### src/rtl/sep_pkg.sv
package sep_pkg;
  typedef enum logic [1:0] {
    VS_IDLE      = 2'd0,
    VS_WAIT_RISE = 2'd1,
    VS_WAIT_LOW  = 2'd2,
    VS_WATCH     = 2'd3
  } vstate_e;
endpackage

### src/rtl/sep_sync.sv
module sep_sync #(
  parameter int W = 2,
  parameter int STAGES = 2,
  parameter logic [W-1:0] RST_VAL = '0
) (
  input  logic         clk,
  input  logic         rst,
  input  logic [W-1:0] din,
  output logic [W-1:0] lvl,
  output logic [W-1:0] rise,
  output logic [W-1:0] fall
);
  logic [STAGES-1:0][W-1:0] stg;
  logic [W-1:0] prev;

  always_ff @(posedge clk) begin
    if (rst) begin
      stg  <= {STAGES{RST_VAL}};
      prev <= RST_VAL;
    end else begin
      stg[0] <= din;
      for (int i = 1; i < STAGES; i++) stg[i] <= stg[i-1];
      prev <= stg[STAGES-1];
    end
  end

  assign lvl = stg[STAGES-1];

  generate
    for (genvar b = 0; b < W; b++) begin : g_edge
      assign rise[b] = lvl[b] & ~prev[b];
      assign fall[b] = ~lvl[b] & prev[b];
    end
  endgenerate

  p_edge_seq_r2: assert property (@(posedge clk) disable iff (rst)
    (fall != '0) |=> ((fall & $past(fall)) == '0));
endmodule

### src/rtl/sep_low_meter.sv
module sep_low_meter #(
  parameter int THR = 64
) (
  input  logic clk,
  input  logic rst,
  input  logic cs_lvl,
  output logic arm
);
  localparam int CW = $clog2(THR + 1);
  localparam logic [CW-1:0] LIM    = CW'(THR);
  localparam logic [CW-1:0] LIM_M1 = CW'(THR - 1);

  logic [CW-1:0] cnt;

  always_ff @(posedge clk) begin
    if (rst)              cnt <= '0;
    else if (cs_lvl)      cnt <= '0;
    else if (cnt != LIM)  cnt <= cnt + 1'b1;
  end

  assign arm = !cs_lvl && (cnt == LIM_M1);

  p_cnt_sat_r7: assert property (@(posedge clk) disable iff (rst)
    cnt <= LIM);
  p_arm_once_r7: assert property (@(posedge clk) disable iff (rst)
    arm |=> !arm);
  p_arm_low_r4: assert property (@(posedge clk) disable iff (rst)
    arm |-> !$past(cs_lvl));
endmodule

### src/rtl/sep_vdet.sv
module sep_vdet
  import sep_pkg::*;
#(
  parameter int OFF_A = 4,
  parameter int OFF_B = 24
) (
  input  logic clk,
  input  logic rst,
  input  logic arm,
  input  logic mode,
  input  logic cs_lvl,
  input  logic cs_fall,
  input  logic tm_rise,
  input  logic tm_fall,
  input  logic enable,
  output logic vsep_o,
  output logic shape_o
);
  localparam int OW = $clog2(OFF_B + 1);
  localparam logic [OW-1:0] AT_A = OW'(OFF_A);
  localparam logic [OW-1:0] AT_B = OW'(OFF_B);

  vstate_e       state;
  logic          seen;
  logic          track;
  logic [OW-1:0] ocnt;
  logic          lvl_a;

  always_ff @(posedge clk) begin
    if (rst) begin
      state  <= VS_IDLE;
      seen   <= 1'b0;
      vsep_o <= 1'b0;
    end else begin
      vsep_o <= 1'b0;
      if (arm) begin
        state <= mode ? VS_WAIT_LOW : VS_WAIT_RISE;
        seen  <= 1'b0;
      end else begin
        unique case (state)
          VS_WAIT_RISE: if (tm_rise) begin
            vsep_o <= enable;
            state  <= VS_IDLE;
          end
          VS_WAIT_LOW: if (tm_fall) begin
            state <= VS_WATCH;
            seen  <= cs_fall;
          end
          VS_WATCH: begin
            if (tm_rise) begin
              vsep_o <= enable & (seen | cs_fall);
              state  <= VS_IDLE;
            end else if (cs_fall) begin
              seen <= 1'b1;
            end
          end
          default: state <= VS_IDLE;
        endcase
      end
    end
  end

  always_ff @(posedge clk) begin
    if (rst) begin
      track   <= 1'b0;
      ocnt    <= '0;
      lvl_a   <= 1'b0;
      shape_o <= 1'b0;
    end else if (arm) begin
      track <= 1'b1;
      ocnt  <= '0;
    end else if (track) begin
      ocnt <= ocnt + 1'b1;
      if (ocnt == AT_A) lvl_a <= cs_lvl;
      if (ocnt == AT_B) begin
        shape_o <= lvl_a ^ cs_lvl;
        track   <= 1'b0;
      end
    end
  end

  p_vsep_single_r10: assert property (@(posedge clk) disable iff (rst)
    vsep_o |=> !vsep_o);
  p_vsep_src_r6: assert property (@(posedge clk) disable iff (rst)
    vsep_o |-> ($past(state) == VS_WAIT_RISE || $past(state) == VS_WATCH));
  p_watch_need_r6: assert property (@(posedge clk) disable iff (rst)
    (state == VS_WATCH && tm_rise && !seen && !cs_fall && !arm) |=> !vsep_o);
  p_shape_upd_r9: assert property (@(posedge clk) disable iff (rst)
    !$stable(shape_o) |-> $past(track && ocnt == AT_B));
endmodule

### src/rtl/sync_separator.sv
module sync_separator #(
  parameter int LOW_THR        = 64,
  parameter int OFF_A          = 4,
  parameter int OFF_B          = 24,
  parameter int SETTLE_PERIODS = 4,
  parameter int SYNC_STAGES    = 2
) (
  input  logic clk,
  input  logic rst,
  input  logic csync_n,
  input  logic timing_in,
  input  logic vmode,
  output logic hsep_o,
  output logic vsep_o,
  output logic shape_o
);
  localparam int SW = $clog2(SETTLE_PERIODS + 1);
  localparam logic [SW-1:0] SETTLE_LIM = SW'(SETTLE_PERIODS);

  logic [1:0] lvl, rise, fall;
  logic arm;
  logic [SW-1:0] scnt;
  logic settled;

  sep_sync #(.W(2), .STAGES(SYNC_STAGES), .RST_VAL(2'b01)) u_sync (
    .clk(clk), .rst(rst), .din({timing_in, csync_n}),
    .lvl(lvl), .rise(rise), .fall(fall)
  );

  sep_low_meter #(.THR(LOW_THR)) u_meter (
    .clk(clk), .rst(rst), .cs_lvl(lvl[0]), .arm(arm)
  );

  always_ff @(posedge clk) begin
    if (rst)                    scnt <= '0;
    else if (!settled && rise[1]) scnt <= scnt + 1'b1;
  end
  assign settled = (scnt == SETTLE_LIM);

  always_ff @(posedge clk) begin
    if (rst) hsep_o <= 1'b0;
    else     hsep_o <= fall[0] & settled;
  end

  sep_vdet #(.OFF_A(OFF_A), .OFF_B(OFF_B)) u_vdet (
    .clk(clk), .rst(rst), .arm(arm), .mode(vmode),
    .cs_lvl(lvl[0]), .cs_fall(fall[0]),
    .tm_rise(rise[1]), .tm_fall(fall[1]),
    .enable(settled), .vsep_o(vsep_o), .shape_o(shape_o)
  );

  p_quiet_r3: assert property (@(posedge clk) disable iff (rst)
    !settled |=> (!hsep_o && !vsep_o));
  p_settle_hold_r3: assert property (@(posedge clk) disable iff (rst)
    settled |=> settled);
  p_hsep_single_r2: assert property (@(posedge clk) disable iff (rst)
    hsep_o |=> !hsep_o);
endmodule

### config.mk
export PLATFORM = sky130hd
export DESIGN_NAME = sync_separator
export DESIGN_NICKNAME = d
export VERILOG_FILES = /design/src/rtl/sep_pkg.sv /design/src/rtl/sep_sync.sv /design/src/rtl/sep_low_meter.sv /design/src/rtl/sep_vdet.sv /design/src/rtl/sync_separator.sv
export SDC_FILE = /design/constraint.sdc
export NUM_CORES = 1
export LEC_CHECK = 0
export CAP_MARGIN = 0
export CORE_UTILIZATION = 51
export DETAILED_ROUTE_END_ITERATION = 10
export GPL_TIMING_DRIVEN = 0
export PLACE_DENSITY_LB_ADDON = 0.05
export REMOVE_ABC_BUFFERS = 1
export SYNTH_ARGS = -nofsm -noshare
export SYNTH_HDL_FRONTEND = slang
export SYNTH_HIERARCHICAL = 1
export SYNTH_SLANG_ARGS = --single-unit
### constraint.sdc
create_clock -name clk -period 1.6 [get_ports clk]
set_input_delay 0.32 -clock clk [delete_from_list [all_inputs] [get_ports clk]]
set_output_delay 0.32 -clock clk [all_outputs]
set_load 0.02 [all_outputs]
Yosys cells after proc, flatten, opt, wreduce, memory -nomap -nowiden
Cells that the tools add are included.
Storage, ports and cells
  logic and storage cells: 67
  output and inout bits: 3
  flip-flop bits (word level): 29
Cells by class
  bitwise gates (word level): 11
  multiplexer cells: 15
  $add $sub $neg: 3
  eq/ne operators: 13
  reductions and logical operators: 12
Operator list (count)
  1-bit 2-to-1 mux: 8
  2-bit 2-to-1 mux: 4
  7-bit by 1-bit adder with 7-bit output (second input constant): 1
  7-bit by 6-bit == test with 1-bit output (second input constant): 1
  7-bit != test (second input constant): 1
  3-bit AND reduction: 2
  2-bit OR reduction: 3
  5-bit by 1-bit adder with 5-bit output (second input constant): 1
  1-bit bitwise AND: 5
  5-bit by 3-bit == test with 1-bit output (second input constant): 1
  5-bit == test (second input constant): 1
  2-bit == test (second input constant): 2
  2-bit by 1-bit != test with 1-bit output (second input constant): 2
  1-bit inverter: 4
  1-bit case mux with 2 select lines: 2
  2-bit case mux with 2 select lines: 1
  4-bit AND reduction: 1
  3-bit by 1-bit adder with 3-bit output (second input constant): 1
  3-bit == test (second input constant): 1
  3-bit by 1-bit != test with 1-bit output (second input constant): 1
  3-bit by 2-bit != test with 1-bit output (second input constant): 1
  2-bit by 1-bit == test with 1-bit output (second input constant): 1
  1-bit logical AND: 2
  1-bit zero test: 2
  5 further kinds: 5

Depth between registers and ports, before layout
Gate-level depths: netlist of run 1.
  word-level depth: 6
  mapped depth: 6
  mapped depth without buffers: 6

Cells and area by module
The synthesis of run 1 kept the hierarchy.
By module, submodules not included
  sep_vdet: times used 1, cells each 59, sequential area each 240.2 µm², area an instance 560.5 µm²
  sep_low_meter: times used 1, cells each 39, sequential area each 140.1 µm², area an instance 370.4 µm²
  sync_separator: times used 1, cells each 20, sequential area each 80.1 µm², area an instance 211.5 µm²
  sep_sync: times used 1, cells each 18, sequential area each 120.1 µm², area an instance 197.7 µm²

Worst setup path before layout of run 1
OpenSTA, ideal clock, no wires.
  kind: register to register
  start point: reg u_meter.cnt[0]
  end point: reg u_vdet.shape_o
  period minus slack after synthesis: 1.546 ns
  library setup time: 0.122 ns
  path slack: 0.054 ns
  data arrival time: 1.424 ns
  cell stages (with the launch flop): 7
  path through: dfxtp_1 > ha_1 > nand3_1 > nor3_1 > nand2b_1 > o21bai_1 > o311a_1
On the way
  longest elaborated chain between the ends: 4
RTL lines
  from (decl): RTL line sep_low_meter.sv:13  | logic [CW-1:0] cnt;
  from (signal assigned): RTL line sep_low_meter.sv:18  | else if (cnt != LIM) cnt <= cnt + 1'b1;
  7-bit by 6-bit == test with 1-bit output: RTL line sep_low_meter.sv:21  | assign arm = !cs_lvl && (cnt == LIM_M1);
  1-bit logical AND: RTL line sep_low_meter.sv:21
  via arm: RTL line sync_separator.sv:21  | logic arm;
  1-bit inverter (no line)
  3-bit AND reduction (no line)
  to (signal assigned): RTL line sep_vdet.sv:76  | shape_o <= lvl_a ^ cs_lvl;
  to (decl): RTL line sep_vdet.sv:17  | output logic shape_o
The timed path passes the listed nets, and every way through them passes these cells.
A chain may end at the register's enable or synchronous reset.

Final worst setup path of run 1
  start point: reg u_vdet.vsep_o
  end point: out vsep_o
RTL lines
  from (decl): RTL line sep_vdet.sv:16  | output logic vsep_o,
  from (signal assigned): RTL line sep_vdet.sv:42  | vsep_o <= enable;
  from (signal assigned): RTL line sep_vdet.sv:51  | vsep_o <= enable & (seen | cs_fall);
  to (decl): RTL line sync_separator.sv:14  | output logic vsep_o,
No word-level cell between the ends.

==> impl_metrics.yaml, run 1 <==
status:
  status: "finished clean"
cts:
  cts-hold-fix-buffers: 0
  cts_tree: "built"
  insertion_delay_ns: 0.32
  h-tree-depth: 2
  clk_pin_slew_ns: 0.09
  cts_max_path_buffers: 2
  clock-root-buffer: "clkbuf_4"
  cts_sinks: 29
  numCtsBuffers: 5
power_and_ir_drop:
  p_comb_frac: 0.041
  clock_power_share: 0.362
  power_density_nw_per_um2: 822
  p_leak_nw: 0.602
  switching_share: 0.221
  p_int_mw: 0.962
  seq_power_share: 0.597
  p_sw_mw: 0.274
  power_mw: 1.24
  ir_drop_v: 0.000589
global_route:
  antenna_found_initial: 0
  grt_max_degree: 22
  gr-usage-all-layers: 0.183
  grt_pass1_vias: 910
  overflow: 0
  grt_first_pass_wirelength_um: 3660
drt:
  drtPass1Iterations: 4
  drt_wl_total_um: 2150
  drc: 0
  vias: 951
  ant_nets: 0
  routedWlPerCell_um: 12.2
  drt_iter0_drc: 12
  viasPerCell: 5.40
timing:
  finalSetupTns_ns: 0
  hold_viol_final: 0
  slew_headroom: 0.525
  setup_violations: 0
  final.period_utilization: 0.960
  max_freq_ghz: 0.651
  hold-worst-slack_ns: 0.417
  skew_ns: 0.00931
  worst_pin_slew_ns: 0.712
  finalMaxSlewViolations: 0
  layout_min_cycle_time_ns: 1.54
placement:
  postPlaceCellArea_sq_um: 1410
  portBuffers: 7
  place.gp.congestion: 0.704
  place.detailed.hpwl_um: 1450
finish:
  insertedDiodeCount: 0
  area_growth_pct: 13.3
  final_core_util: 0.607
  drive_gt1_frac: 0.171
  final_cell_mix: "26 x dfxtp_1, 8 x nand2_1, 7 x inv_1, 7 x nor2b_1, 7 x nor2_1"
  stdcell_area_sq_um: 1500
  final_common_cell: "dfxtp_1"
  nets: 157
yosys:
  syn_inst: 134
  netlist_area_sq_um: 1330
  ys_warn_count: 6
  avgSynthCellArea_sq_um: 9.90
floorplan:
  die-area_sq_um: 2810
  chipHeight_um: 53.0
  fp.coreArea_sq_um: 2480
  fp.dieW_um: 53.0
  initial_utilization: 0.535
  pin_count: 8
  core.rowCount: 18
worst_setup_path:
  cp_data_required_time_ns: 1.28
  cp_cell_sequence: "clkdlybuf4s50_1"
  worstPathArrival_ns: 1.22
  path_delay_family: "buffers and inverters"
  critPathCaptureType: "primary output"
  rrSetupSlack_ns: 0.08
  startpoint_type: "register"
  crit_slowest_cell: "clkdlybuf4s50_1"
  worst_path_largest_cell_delay_ns: 0.59
  path_class: "register to primary output"
  crit_fanout: 1
  cp.buffers_inverters: 1
run:
  drv_cap: 0
hold_path:
  hold_class: "register to register"
[path summary, 6_finish.rpt]
kind | from | endpoint | depth (start not counted)
min | u_sync/stg[0] | u_sync/lvl[0] | 1
max reg2reg | u_meter/cnt[3] | u_vdet/vsep_o | 6
max | u_vdet/vsep_o | vsep_o | 1
min reg2reg | u_sync/stg[0] | u_sync/lvl[0] | 1
[power by group through the flow]
stage	clock [mW]	sequential (mW)	combinational (mW)
detailed placement	0	0.754	0.0493
finish	0.448	0.737	0.0510
floorplan	0	0.752	0.0284
CTS	0.465	0.738	0.0508
global placement	0	0.754	0.0482
global route	0.490	0.740	0.0571
[per-layer routing]
layer | share of wire | vias to the layer above | routed length [um] | GRT usage
met4 | 0.021 | 0 | 46 | 0.105
met3 | 0.034 | 8 | 73 | 0.0603
li1 | - | 488 | - | -
met5 | 0 | - | 0 | 0
met1 | 0.49 | 444 | 1060 | 0.216
met2 | 0.45 | 11 | 968 | 0.287
[cell type report]
class / instances / area, sq um
Timing Repair Buffer: 8 / 82.6
Tap cell: 30 / 37.5
Fill cell: 227 / 975
Sequential cell: 29 / 584
Multi-Input combinational cell: 95 / 717
Clock buffer: 7 / 55.1
Inverter: 7 / 26.3
[sequential cells by signal, summed over array words and instances, names as in the netlist]
register and count:
hsep_o 1, scnt 3, u_meter/cnt 7, u_sync/lvl 2, u_sync/prev 2, u_sync/stg 2, u_vdet/lvl_a 1, u_vdet/ocnt 5
u_vdet/seen 1, u_vdet/shape_o 1, u_vdet/state 2, u_vdet/track 1, u_vdet/vsep_o 1
[through the flow]
step           instances  worst slack [ns]
2_1_floorplan        131            0.0468
3_3_place_gp         168            -0.310
3_5_place_dp         168            -0.332
4_1_cts              175           0.00990
5_1_grt              176         -0.000566
6_report             176            0.0640
[repair_timing]
action | CTS | global route
resized for setup | 4 | 7
setup endpoints to repair | 12 | 14
buffers inserted | 0 | 1
pin swaps | 0 | 1
Power figures use the tool's default switching activity.
==> inputs of run 2 (changes only) <==
Settings changed: CTS_CLUSTER_SIZE set to 16.
Clock period 1.6 ns to 1.3 ns, I/O delays scaled along.
==> run 2 against run 1 <==
Compared with the run above: the flow now finishes with violations (negative setup slack); via count increased by 7.2%; total power increased by 24%; global-route usage increased by 1.9 points; count of clock-buffer cells in the layout unchanged; worst hold slack improved by 0.0011 ns; sequential power increased by 22%; largest cell class unchanged; highest routed layer unchanged.
==> impl_metrics.yaml, run 2 (synthesis results as in run 1) <==
status:
  status: "finished, violations left"
  violations: "negative setup slack"
finish:
  stdcell_area_sq_um: 1650
  insertedDiodeCount: 0
  area_growth_pct: 24.3
  regMostFlops: "u_meter/cnt"
  instances_no_fill: 188
  nets: 169
  reg_top3: "u_meter/cnt: 7 flops, u_vdet/ocnt: 5 flops, scnt: 3 flops"
  final_cell_mix: "21 x dfxtp_1, 12 x buf_4, 7 x inv_1, 7 x nand2_1"
  final_common_cell: "dfxtp_1"
  largest_reg_flops: 7
  drive_gt1_frac: 0.304
  fillCellCount: 213
timing:
  setup_violations: 8
  final.period_utilization: 1.06
  layout_min_cycle_time_ns: 1.38
  fin_ws_ns: -0.0752
  finalMaxSlewViolations: 0
  slew_headroom: 0.539
  grt_setup_unrepaired: "true"
  max_freq_ghz: 0.727
  finalSetupTns_ns: -0.295
  hold_viol_final: 0
  skew_ns: 0.0116
  worst_pin_slew_ns: 0.692
  hold-worst-slack_ns: 0.419
drt:
  dr_wl_met2_um: 1050
  wl_met1_um: 1160
  route.met3.wl_um: 88
  routedWlPerCell_um: 12.5
  drt_wl_total_um: 2350
  ant_nets: 0
  top_layer: "met4"
  viasPerCell: 5.42
  drc: 0
  vias: 1019
  drtPass1Iterations: 4
  drt_iter0_drc: 17
run:
  drv_cap: 0
floorplan:
  chipHeight_um: 53.0
  fp.coreArea_sq_um: 2480
  fp.dieW_um: 53.0
  pin_count: 8
  core.rowCount: 18
  initial_utilization: 0.535
  die-area_sq_um: 2810
cts:
  cts_max_path_buffers: 2
  insertion_delay_ns: 0.33
  cts_tree: "built"
  cts-hold-fix-buffers: 0
  numCtsBuffers: 5
  clk_pin_slew_ns: 0.09
  cts_sinks: 29
  h-tree-depth: 2
  clock-root-buffer: "clkbuf_4"
hold_path:
  hold_class: "register to register"
worst_setup_path:
  path_class: "register to register"
  crit_fanout: 5
  worstPathArrival_ns: 1.64
  critPathCaptureType: "register"
  startpoint_type: "register"
  cp_data_required_time_ns: 1.56
placement:
  portBuffers: 7
  place.detailed.hpwl_um: 1450
  place.gp.congestion: 0.704
  pre_cts_ws_ns: -0.602
  dpl.cell_count: 168
  postPlaceCellArea_sq_um: 1410
global_route:
  grt_first_pass_wirelength_um: 4020
  gr-usage-all-layers: 0.202
  overflow: 0
  grt_max_degree: 22
  antenna_found_initial: 0
  grt_pass1_vias: 962
power_and_ir_drop:
  ir_drop_v: 0.000731
  p_leak_nw: 0.656
  power_density_nw_per_um2: 926
## run 2: changes by cell type in the layout (fill, tap and decap cells not counted), moves of 2 or more
cell	change
buf_4	+11
dfxtp_1	-5
dlygate4sd2_1	+4
dfxtp_4	+3
clkdlybuf4s50_1	-2
dfxtp_2	+2
dlymetal6s2s_1	-2
nor2_1	-2
nor2_2	+2
## run 2: where the power goes
group / leakage, nW / switching [mW] / internal, mW
Sequential: 0.239 / 0.00923 / 0.893
Clock: 0.0314 / 0.301 / 0.255
Combinational: 0.386 / 0.0348 / 0.0347
## run 2: routing by layer
layer | up-vias | track usage
met5 | - | 0
met3 | 7 | 0.0690
li1 | 517 | -
met4 | 0 | 0.105
met1 | 478 | 0.247
met2 | 17 | 0.310
## run 2: metrics by stage
step                 util  total power [mW]
finish              0.666              1.53
floorplan               -             0.960
global route        0.666              1.59
detailed placement  0.568             0.988
global placement    0.568             0.987
CTS                 0.648              1.54
## run 2: final timing paths
kind / from / to / slack (ns) / cells after the start
worst max-delay path: u_meter/cnt[4] / u_meter/cnt[1] / -0.08 / 3
worst max register to register: u_meter/cnt[4] / u_meter/cnt[1] / -0.08 / 3
worst min-delay path: u_sync/stg[0] / u_sync/lvl[0] / 0.42 / 1
worst min register to register: u_sync/stg[0] / u_sync/lvl[0] / 0.42 / 1
## run 2: area by class of cell
| cell class | count | area [sq um] | share of cell area |
|---|---|---|---|
| clock buffer | 7 | 55.1 | 0.0334 |
| sequential | 29 | 598 | 0.363 |
| inverter | 7 | 26.3 | 0.0159 |
| tap | 30 | 37.5 | 0.0228 |
| timing repair buffer | 20 | 166 | 0.101 |
| multi-input combinational | 95 | 766 | 0.464 |
## run 2: repair_timing
| item | in CTS | in global routing |
|---|---|---|
| pin swaps | 10 | 8 |
| gates resized for setup | 26 | 6 |
| buffers inserted | 10 | 3 |
| setup endpoints to repair | 23 | 18 |
## run 2: critical path: stages, from the launching register on
cell and delay, ns:
dfxtp_2 0.34, or4b_4 0.57, nor2_4 0.20, mux2i_1 0.20
==> inputs of run 3 (changes only) <==
Settings changed: CORE_UTILIZATION 51 to 32, REMOVE_ABC_BUFFERS 1 to not set.
==> run 3 against run 2 <==
Compared with the run above: the flow still finishes with violations (negative setup slack); cell area is 4.2% higher; cell count up 11%; fmax decreased by 0.53%; non-clock buffer count increased by 1; flip-flop and latch count stayed put; utilization shrank 24 points; combinational power increased by 10%; first-iteration DRC count fell by 29%; via count decreased by 0.88%; total power up 11%; count of clock-buffer cells in the layout did not move; critical endpoint unchanged; largest power group unchanged.
==> impl_metrics.yaml, run 3 (synthesis results as in run 1) <==
cts:
  cts_sinks: 29
  cts_tree: "built"
  clk_pin_slew_ns: 0.06
  clock-root-buffer: "clkbuf_8"
  insertion_delay_ns: 0.27
  h-tree-depth: 2
  cts_max_path_buffers: 2
  numCtsBuffers: 5
power_and_ir_drop:
  power_density_nw_per_um2: 988
  p_int_mw: 1.35
  p_comb_frac: 0.045
  seq_power_share: 0.530
  p_sw_mw: 0.348
  ir_drop_v: 0.000684
  clock_power_share: 0.425
  p_leak_nw: 0.674
  power_mw: 1.70
  switching_share: 0.205
worst_setup_path:
  path_delay_family: "simple AND/OR/NAND/NOR gates"
  cp_data_required_time_ns: 1.49
  crit_fanout: 5
  crit_slowest_cell: "or4b_4"
  cp.buffers_inverters: 0
  worst_path_largest_cell_delay_ns: 0.57
  worstPathArrival_ns: 1.58
  startpoint_type: "register"
  critPathCaptureType: "register"
  path_class: "register to register"
  cp_cell_sequence: "or4b_4 -> nor2_4 -> mux2i_1"
finish:
  insertedDiodeCount: 0
  final_common_cell: "dfxtp_1"
  largest_reg_flops: 7
  reg_top3: "u_meter/cnt: 7 flops, u_vdet/ocnt: 5 flops, scnt: 3 flops"
  area_growth_pct: 29.6
  regMostFlops: "u_meter/cnt"
  drive_gt1_frac: 0.308
  final_cell_mix: "22 x dfxtp_1, 13 x buf_4, 8 x nand2_1, 7 x inv_1"
  fillCellCount: 391
  nets: 170
  stdcell_area_sq_um: 1720
global_route:
  antenna_found_initial: 0
  grt_first_pass_wirelength_um: 4260
  grt_pass1_vias: 936
  overflow: 0
  grt_max_degree: 22
  gr-usage-all-layers: 0.131
timing:
  finalMaxSlewViolations: 0
  fin_ws_ns: -0.0825
  setup_violations: 13
  hold_viol_final: 0
  skew_ns: 0.00720
  worst_pin_slew_ns: 0.718
  layout_min_cycle_time_ns: 1.38
  slew_headroom: 0.521
  final.period_utilization: 1.06
  max_freq_ghz: 0.723
  finalSetupTns_ns: -0.343
  grt_setup_unrepaired: "true"
  hold-worst-slack_ns: 0.404
floorplan:
  die-area_sq_um: 4410
  fp.dieW_um: 66.4
  initial_utilization: 0.332
  core.rowCount: 23
  fp.coreArea_sq_um: 4000
  chipHeight_um: 66.4
  pin_count: 8
drt:
  drc: 0
  drtPass1Iterations: 4
  viasPerCell: 4.83
  routedWlPerCell_um: 11.4
  drt_wl_total_um: 2380
  ant_nets: 0
  drt_iter0_drc: 12
  vias: 1010
run:
  drv_cap: 0
status:
  status: "finished, violations left"
  violations: "negative setup slack"
placement:
  portBuffers: 7
  pre_cts_ws_ns: -0.651
  postPlaceCellArea_sq_um: 1510
  place.detailed.hpwl_um: 1620
  place.gp.congestion: 0.691
yosys:
  synth_nets: 145
hold_path:
  hold_class: "register to register"
## run 3: cell count changes in the layout (fill, tap and decap cells not counted), sizes merged
cell / previous run / this run
buf: 13 / 14
## run 3: per-stage QoR
stage,util,cells
after floorplan,-,134
after global placement,0.378,191
after detailed placement,0.378,191
after CTS,0.419,207
after global routing,0.430,209
final,0.430,209
## run 3: power by group through the flow
stage,Sequential [mW],Combinational (mW),Clock (mW)
finish,0.900,0.0767,0.722
global route,0.902,0.0860,0.810
CTS,0.899,0.0749,0.763
detailed placement,0.926,0.0711,0
floorplan,0.924,0.0425,0
global placement,0.925,0.0698,0
## run 3: final cells by class
class / count / area (sq um) / area share
flip-flops and latches: 29 / 597 / 0.347
multi-input cells: 95 / 773 / 0.450
plain buffers: 3 / 26.3 / 0.0153
well taps: 50 / 62.6 / 0.0364
inverters: 7 / 26.3 / 0.0153
clock buffers: 7 / 86.3 / 0.0502
repair buffers: 18 / 148 / 0.0859
## run 3: final timing paths
kind                         end            from  cells past startpoint  slack (ns)
hold / removal     u_sync/lvl[0]   u_sync/stg[0]                      1        0.40
setup / recovery  u_meter/cnt[1]  u_meter/cnt[4]                      3       -0.08
hold reg to reg    u_sync/lvl[0]   u_sync/stg[0]                      1        0.40
setup reg to reg  u_meter/cnt[1]  u_meter/cnt[4]                      3       -0.08
## run 3: repair_timing
| item | CTS | global route |
|---|---|---|
| resized for setup | 11 | 8 |
| hold buffers | 0 | 0 |
| endpoints found under the setup margin | 23 | 20 |
| buffers inserted | 9 | 2 |
| gates cloned | 0 | 0 |
| pin swaps | 11 | 7 |
## run 3: layer usage
layer,global-route usage,vias to the layer above,share of wire
met3,0.0466,5,0.032
met1,0.163,481,0.47
met4,0.0638,0,0.013
li1,-,513,-
met5,0,-,0
met2,0.198,11,0.48
## run 3: worst reg2reg max path, stage by stage (launching register included)
cell and delay (ns):
dfxtp_2 0.33, or4b_4 0.57, nor2_4 0.21, mux2i_1 0.20
